`src/rtl/raw_ilk_pkg.sv`:
```
package raw_ilk_pkg;

   // Positions of the older stages in the packed producer arrays.
   localparam int STAGE_EX     = 0;
   localparam int STAGE_MEM    = 1;
   localparam int STAGE_WB     = 2;
   localparam int OLDER_STAGES = 3;

   // Number of cycles a back-to-back consumer must wait.
   function automatic int window_depth(input int write_through);
      return (write_through != 0) ? 2 : 3;
   endfunction

   // Bit mask of the stages that can still hold an unwritten result.
   function automatic logic [OLDER_STAGES-1:0] live_mask(input int write_through);
      logic [OLDER_STAGES-1:0] m;
      m = '0;
      m[STAGE_EX]  = 1'b1;
      m[STAGE_MEM] = 1'b1;
      m[STAGE_WB]  = (write_through == 0);
      return m;
   endfunction

endpackage

```
`src/rtl/raw_ilk_match.sv`:
```
module raw_ilk_match #(
   parameter int REG_W = 5
) (
   input  logic [REG_W-1:0] src,
   input  logic             src_en,
   input  logic [REG_W-1:0] dst,
   input  logic             dst_wr,
   output logic             hit
);

   if (REG_W < 1) begin : g_bad_width
      $error("raw_ilk_match: REG_W must be at least 1");
   end

   logic producer_live;

   // Index zero is the hard-wired zero register and never carries a result.
   assign producer_live = dst_wr && (dst != '0);
   assign hit           = producer_live && src_en && (src == dst);

endmodule

```
`src/rtl/raw_ilk_window.sv`:
```
module raw_ilk_window
   import raw_ilk_pkg::*;
#(
   parameter int REG_W         = 5,
   parameter int WRITE_THROUGH = 1
) (
   input  logic [REG_W-1:0]                    src_a,
   input  logic                                src_a_en,
   input  logic [REG_W-1:0]                    src_b,
   input  logic                                src_b_en,
   input  logic [OLDER_STAGES-1:0][REG_W-1:0]  dst,
   input  logic [OLDER_STAGES-1:0]             dst_wr,
   output logic                                hazard
);

   localparam logic [OLDER_STAGES-1:0] LIVE = live_mask(WRITE_THROUGH);

   logic [OLDER_STAGES-1:0] hit_a;
   logic [OLDER_STAGES-1:0] hit_b;
   logic [OLDER_STAGES-1:0] stage_hit;

   for (genvar s = 0; s < OLDER_STAGES; s++) begin : g_stage
      raw_ilk_match #(.REG_W(REG_W)) u_cmp_a (
         .src    (src_a),
         .src_en (src_a_en),
         .dst    (dst[s]),
         .dst_wr (dst_wr[s]),
         .hit    (hit_a[s])
      );
      raw_ilk_match #(.REG_W(REG_W)) u_cmp_b (
         .src    (src_b),
         .src_en (src_b_en),
         .dst    (dst[s]),
         .dst_wr (dst_wr[s]),
         .hit    (hit_b[s])
      );
      assign stage_hit[s] = hit_a[s] | hit_b[s];
   end

   // A pass-through register file hides the WB stage; its mask bit is clear.
   assign hazard = |(stage_hit & LIVE);

endmodule

```
`src/rtl/raw_ilk_ctrl.sv`:
```
module raw_ilk_ctrl #(
   parameter int WINDOW = 2
) (
   input  logic clk,
   input  logic rst_n,
   input  logic hazard,
   output logic hold_pc,
   output logic hold_fetch,
   output logic bubble_ex
);

   if (WINDOW < 1 || WINDOW > 3) begin : g_bad_window
      $error("raw_ilk_ctrl: WINDOW must lie in 1..3");
   end

   localparam logic [1:0] WIN_L = 2'(WINDOW);

   assign hold_pc    = hazard;
   assign hold_fetch = hazard;
   assign bubble_ex  = hazard;

   // Length of the current stall run, used only by the check below.
   logic [1:0] run_q;

   always_ff @(posedge clk or negedge rst_n) begin
      if (!rst_n) begin
         run_q <= 2'd0;
      end else if (hazard) begin
         run_q <= (run_q == 2'd3) ? run_q : run_q + 2'd1;
      end else begin
         run_q <= 2'd0;
      end
   end


   stall_run_chk: assert property (@(posedge clk) disable iff (!rst_n)
      hazard |-> (run_q < WIN_L));

endmodule

```
`src/rtl/raw_hazard_interlock.sv`:
```
module raw_hazard_interlock
   import raw_ilk_pkg::*;
#(
   parameter int REG_W         = 5,
   parameter int WRITE_THROUGH = 1
) (
   input  logic             clk,
   input  logic             rst_n,
   input  logic [REG_W-1:0] id_src_a,
   input  logic             id_src_a_en,
   input  logic [REG_W-1:0] id_src_b,
   input  logic             id_src_b_en,
   input  logic [REG_W-1:0] ex_dst,
   input  logic             ex_wr,
   input  logic [REG_W-1:0] mem_dst,
   input  logic             mem_wr,
   input  logic [REG_W-1:0] wb_dst,
   input  logic             wb_wr,
   output logic             hold_pc,
   output logic             hold_fetch,
   output logic             bubble_ex
);

   if (REG_W < 1 || REG_W > 16) begin : g_bad_reg_w
      $error("raw_hazard_interlock: REG_W must lie in 1..16");
   end
   if (WRITE_THROUGH != 0 && WRITE_THROUGH != 1) begin : g_bad_wt
      $error("raw_hazard_interlock: WRITE_THROUGH must be 0 or 1");
   end

   localparam int WINDOW = window_depth(WRITE_THROUGH);

   logic [OLDER_STAGES-1:0][REG_W-1:0] older_dst;
   logic [OLDER_STAGES-1:0]            older_wr;
   logic                               hazard;

   assign older_dst[STAGE_EX]  = ex_dst;
   assign older_dst[STAGE_MEM] = mem_dst;
   assign older_dst[STAGE_WB]  = wb_dst;
   assign older_wr[STAGE_EX]   = ex_wr;
   assign older_wr[STAGE_MEM]  = mem_wr;
   assign older_wr[STAGE_WB]   = wb_wr;

   raw_ilk_window #(
      .REG_W         (REG_W),
      .WRITE_THROUGH (WRITE_THROUGH)
   ) u_window (
      .src_a    (id_src_a),
      .src_a_en (id_src_a_en),
      .src_b    (id_src_b),
      .src_b_en (id_src_b_en),
      .dst      (older_dst),
      .dst_wr   (older_wr),
      .hazard   (hazard)
   );

   raw_ilk_ctrl #(.WINDOW(WINDOW)) u_ctrl (
      .clk        (clk),
      .rst_n      (rst_n),
      .hazard     (hazard),
      .hold_pc    (hold_pc),
      .hold_fetch (hold_fetch),
      .bubble_ex  (bubble_ex)
   );


   ex_match_chk: assert property (@(posedge clk) disable iff (!rst_n)
      (ex_wr && ex_dst != '0 && id_src_a_en && id_src_a == ex_dst) |-> hold_pc);


   mem_match_chk: assert property (@(posedge clk) disable iff (!rst_n)
      (mem_wr && mem_dst != '0 && id_src_b_en && id_src_b == mem_dst) |-> bubble_ex);


   zero_reg_chk: assert property (@(posedge clk) disable iff (!rst_n)
      ((ex_dst == '0) && (mem_dst == '0) && (wb_dst == '0)) |-> !hold_fetch);


   unused_src_chk: assert property (@(posedge clk) disable iff (!rst_n)
      (!id_src_a_en && !id_src_b_en) |-> !hold_pc);


   no_writer_chk: assert property (@(posedge clk) disable iff (!rst_n)
      (!ex_wr && !mem_wr && !wb_wr) |-> !bubble_ex);

   if (WRITE_THROUGH != 0) begin : g_wb_hidden

      wb_hidden_chk: assert property (@(posedge clk) disable iff (!rst_n)
         (!ex_wr && !mem_wr) |-> !hold_pc);
   end else begin : g_wb_seen

      wb_seen_chk: assert property (@(posedge clk) disable iff (!rst_n)
         (wb_wr && wb_dst != '0 && id_src_a_en && id_src_a == wb_dst) |-> hold_pc);
   end

endmodule

```
`config.mk`:
```
export PLATFORM = sky130hd
export DESIGN_NAME = raw_hazard_interlock
export DESIGN_NICKNAME = d
export VERILOG_FILES = /design/src/rtl/raw_ilk_pkg.sv /design/src/rtl/raw_ilk_match.sv /design/src/rtl/raw_ilk_window.sv /design/src/rtl/raw_ilk_ctrl.sv /design/src/rtl/raw_hazard_interlock.sv
export SDC_FILE = /design/constraint.sdc
export NUM_CORES = 1
export LEC_CHECK = 0
export ABC_AREA = 1
export BUFFER_PORTS_ARGS = -buffer_cell sky130_fd_sc_hd__buf_2
export CORE_AREA = 2 2 39 41
export DETAILED_ROUTE_END_ITERATION = 8
export DIE_AREA = 0 0 41 43
export PLACE_DENSITY = 0.68
export SLEW_MARGIN = 20
export SYNTH_ARGS = -nofsm -noshare
export SYNTH_HDL_FRONTEND = slang
export SYNTH_SLANG_ARGS = --single-unit
```
`constraint.sdc`:
```
create_clock -name vclk -period 1.5
set_clock_uncertainty 0.2 [all_clocks]
set_input_delay 0.375 -clock vclk [all_inputs]
set_output_delay 0.375 -clock vclk [all_outputs]
set_load 0.03 [all_outputs]
```
==> flow_summary.yaml <==
worst_setup_path:
  path_class: "input pin to output pin"
  crit_fanout: 3
  critPathRequiredTime_ps: 920
  cp-end-kind: "output pin"
  crit_arrival_ps: 1150
  start_kind: "input pin"
  cpPeakStageDelay_ps: 130
  path_cells: "buf_8 > inv_4 > nand2_2 > nand2_1 > nor2_1 > nand3_1 > nand2_1 > nand2_2 > nand2_4 > buf_6"
  slowest_stage: "nor2_1"
sta:
  rsz0062_at_grt: "true"
  max_freq_ghz: 0.5786
  fin_crit_ps: 1728
  setup_viol: 3
  fin_ws_ps: -228.4
  setup-tns-final_ps: -683.6
  post-route-period-util_pct: 115.2
  slew_headroom_pct: 91.55
  slew_viol_final: 0
  worst_pin_slew_ps: 126.3
  hold_violations: 0
floorplanning:
  core_area_um2: 1384
  die_h_um: 43
  initial_core_util_pct: 31.01
  rows: 14
  ios: 35
  die_width_um: 41
  design.die.area_um2: 1763
pwr:
  p_leak_nw: 0.4877
  finalPower_mw: 0.2137
  p_int_mw: 0.1106
  p_comb_share_pct: 100.0
  pwr-share-seq_pct: 0
  vdd_drop_max_mv: 0.1409
  swShare_pct: 48.24
  clockPowerShare_pct: 0
  p_switching_mw: 0.1031
  p_per_area_nw_per_um2: 265.2
synth:
  syn_area_um2: 429.2
  syn_inst: 108
  syn_area_per_cell_um2: 3.974
  synth.yosys.seq_area_share_pct: 0
  yosysWarnings: 0
  synth.distinct_cells: 10
  synth_fp_nets: 140
drt:
  antenna_left: 0
  drc: 0
  route.vias.total: 672
  dr.pass1.iters: 4
  drtIter0Drc: 8
  routed_via_density: 4.510
  routedWlPerCell_um: 8.557
  routed_wl_mm: 1.275
status:
  status: "finished, violations left"
  failed_checks: "negative setup slack"
finish:
  layout.area.seq_um2: 0
  area_growth_pct: 87.75
  antenna_cells: 0
  drive_gt1_share_pct: 45.86
  clkbuf_count: 0
  seq_cells: 0
  instances_no_fill: 149
  final_area_um2: 805.8
  nets: 167
worst_hold_path:
  hold_path_class: "input pin to output pin"
clocking:
  cts_hold_buf: 0
  cts_setup_buffers: 0
global_route:
  grt_pass1_wl_mm: 2.042
  antenna_found_initial: 0
  grt_max_degree: 6
  grtUsageTotal_pct: 15.68
  grt.overflow.total: 0
  grt_pass1_vias: 584
place:
  dpl-instance-area_um2: 596.8
  hpwl_mm: 1.006
  place.gp.congestion: 0.8417
  dp_cells: 149
  place_ws_ps: -375.9
  portBuffers: 27
flow_run:
  cap_violations: 0
## Yosys cell counts
library cell | number | area [um2]
nand2_1 | 59 | 221.5
o21ai_0 | 2 | 10.01
nand3_1 | 4 | 20.02
nand4_1 | 2 | 12.51
o21ai_1 | 1 | 5.000
buf_4 | 2 | 15.01
nor2_2 | 1 | 6.260
inv_2 | 7 | 26.28
nor2_1 | 15 | 56.30
inv_1 | 15 | 56.30
## area by class of cell
class,count,area (um2)
multi-input combinational,84,375.4
tap,16,20.02
inverter,22,110.1
timing repair buffer,27,300.3
fill,148,578.1
## critical path, delay by kind of cell
family                 cells  cell delay (ps)
and+or+nand+nor            7              540
buffers and inverters      3              240
## power groups by stage
stage / combinational [mW] / sequential (mW) / clock [mW]
6_report: 0.214 / 0 / 0
5_1_grt: 0.238 / 0 / 0
4_1_cts: 0.187 / 0 / 0
3_5_place_dp: 0.152 / 0 / 0
3_3_place_gp: 0.150 / 0 / 0
2_1_floorplan: 0.0929 / 0 / 0
## repair_timing
action / 4_1_cts / 5_1_grt
gates resized for setup: 34 / 29
hold endpoints to repair: 0 / 0
pin swaps: 22 / 20
endpoints found under the setup margin: 3 / 3
## layout by cell type (no fill, tap or decap)
cell,Yosys,layout
nand3_1,4,4
inv_12,0,1
nand2_2,0,12
inv_4,0,6
o21ai_1,1,2
buf_8,0,5
inv_1,15,4
nand2_1,59,46
buf_12,0,1
buf_2,0,5
o21ai_2,0,1
nor2_1,15,14
nor2_2,1,2
inv_2,7,11
nand4_1,2,2
buf_6,0,16
nand2_4,0,1
## worst paths after layout
kind | start | slack (ps) | cells past startpoint | to
max | mem_dst[1] | -230 | 10 | bubble_ex
min | ex_wr | 980 | 6 | hold_pc
## stage by stage
step / utilization, % / hold slack [ps]
after global placement: 43.13 / 1022
after global routing: 58.23 / 1024
after CTS: 51.81 / 989.5
after detailed placement: 43.13 / 1035
final: 58.23 / 984.6
after floorplan: - / 802.4
## cell families (layout without fill, tap and decap cells)
kind of cell / after synthesis / count (layout) / share of synthesized area [%]
and+or+nand+nor: 81 / 81 / 73.76
buffers and inverters: 24 / 49 / 22.74
AOI/OAI and AO/OA: 3 / 3 / 3.498
## layer usage
layer / wire length [um] / track usage [%] / up-vias
li1: - / - / 366
met1: 477 / 18.67 / 281
met2: 716 / 28.75 / 23
met3: 62 / 0.5236 / 2
met4: 19 / 3.333 / 0
met5: 0 / 0 / -
No activity file was read; power rests on OpenSTA's default activity.
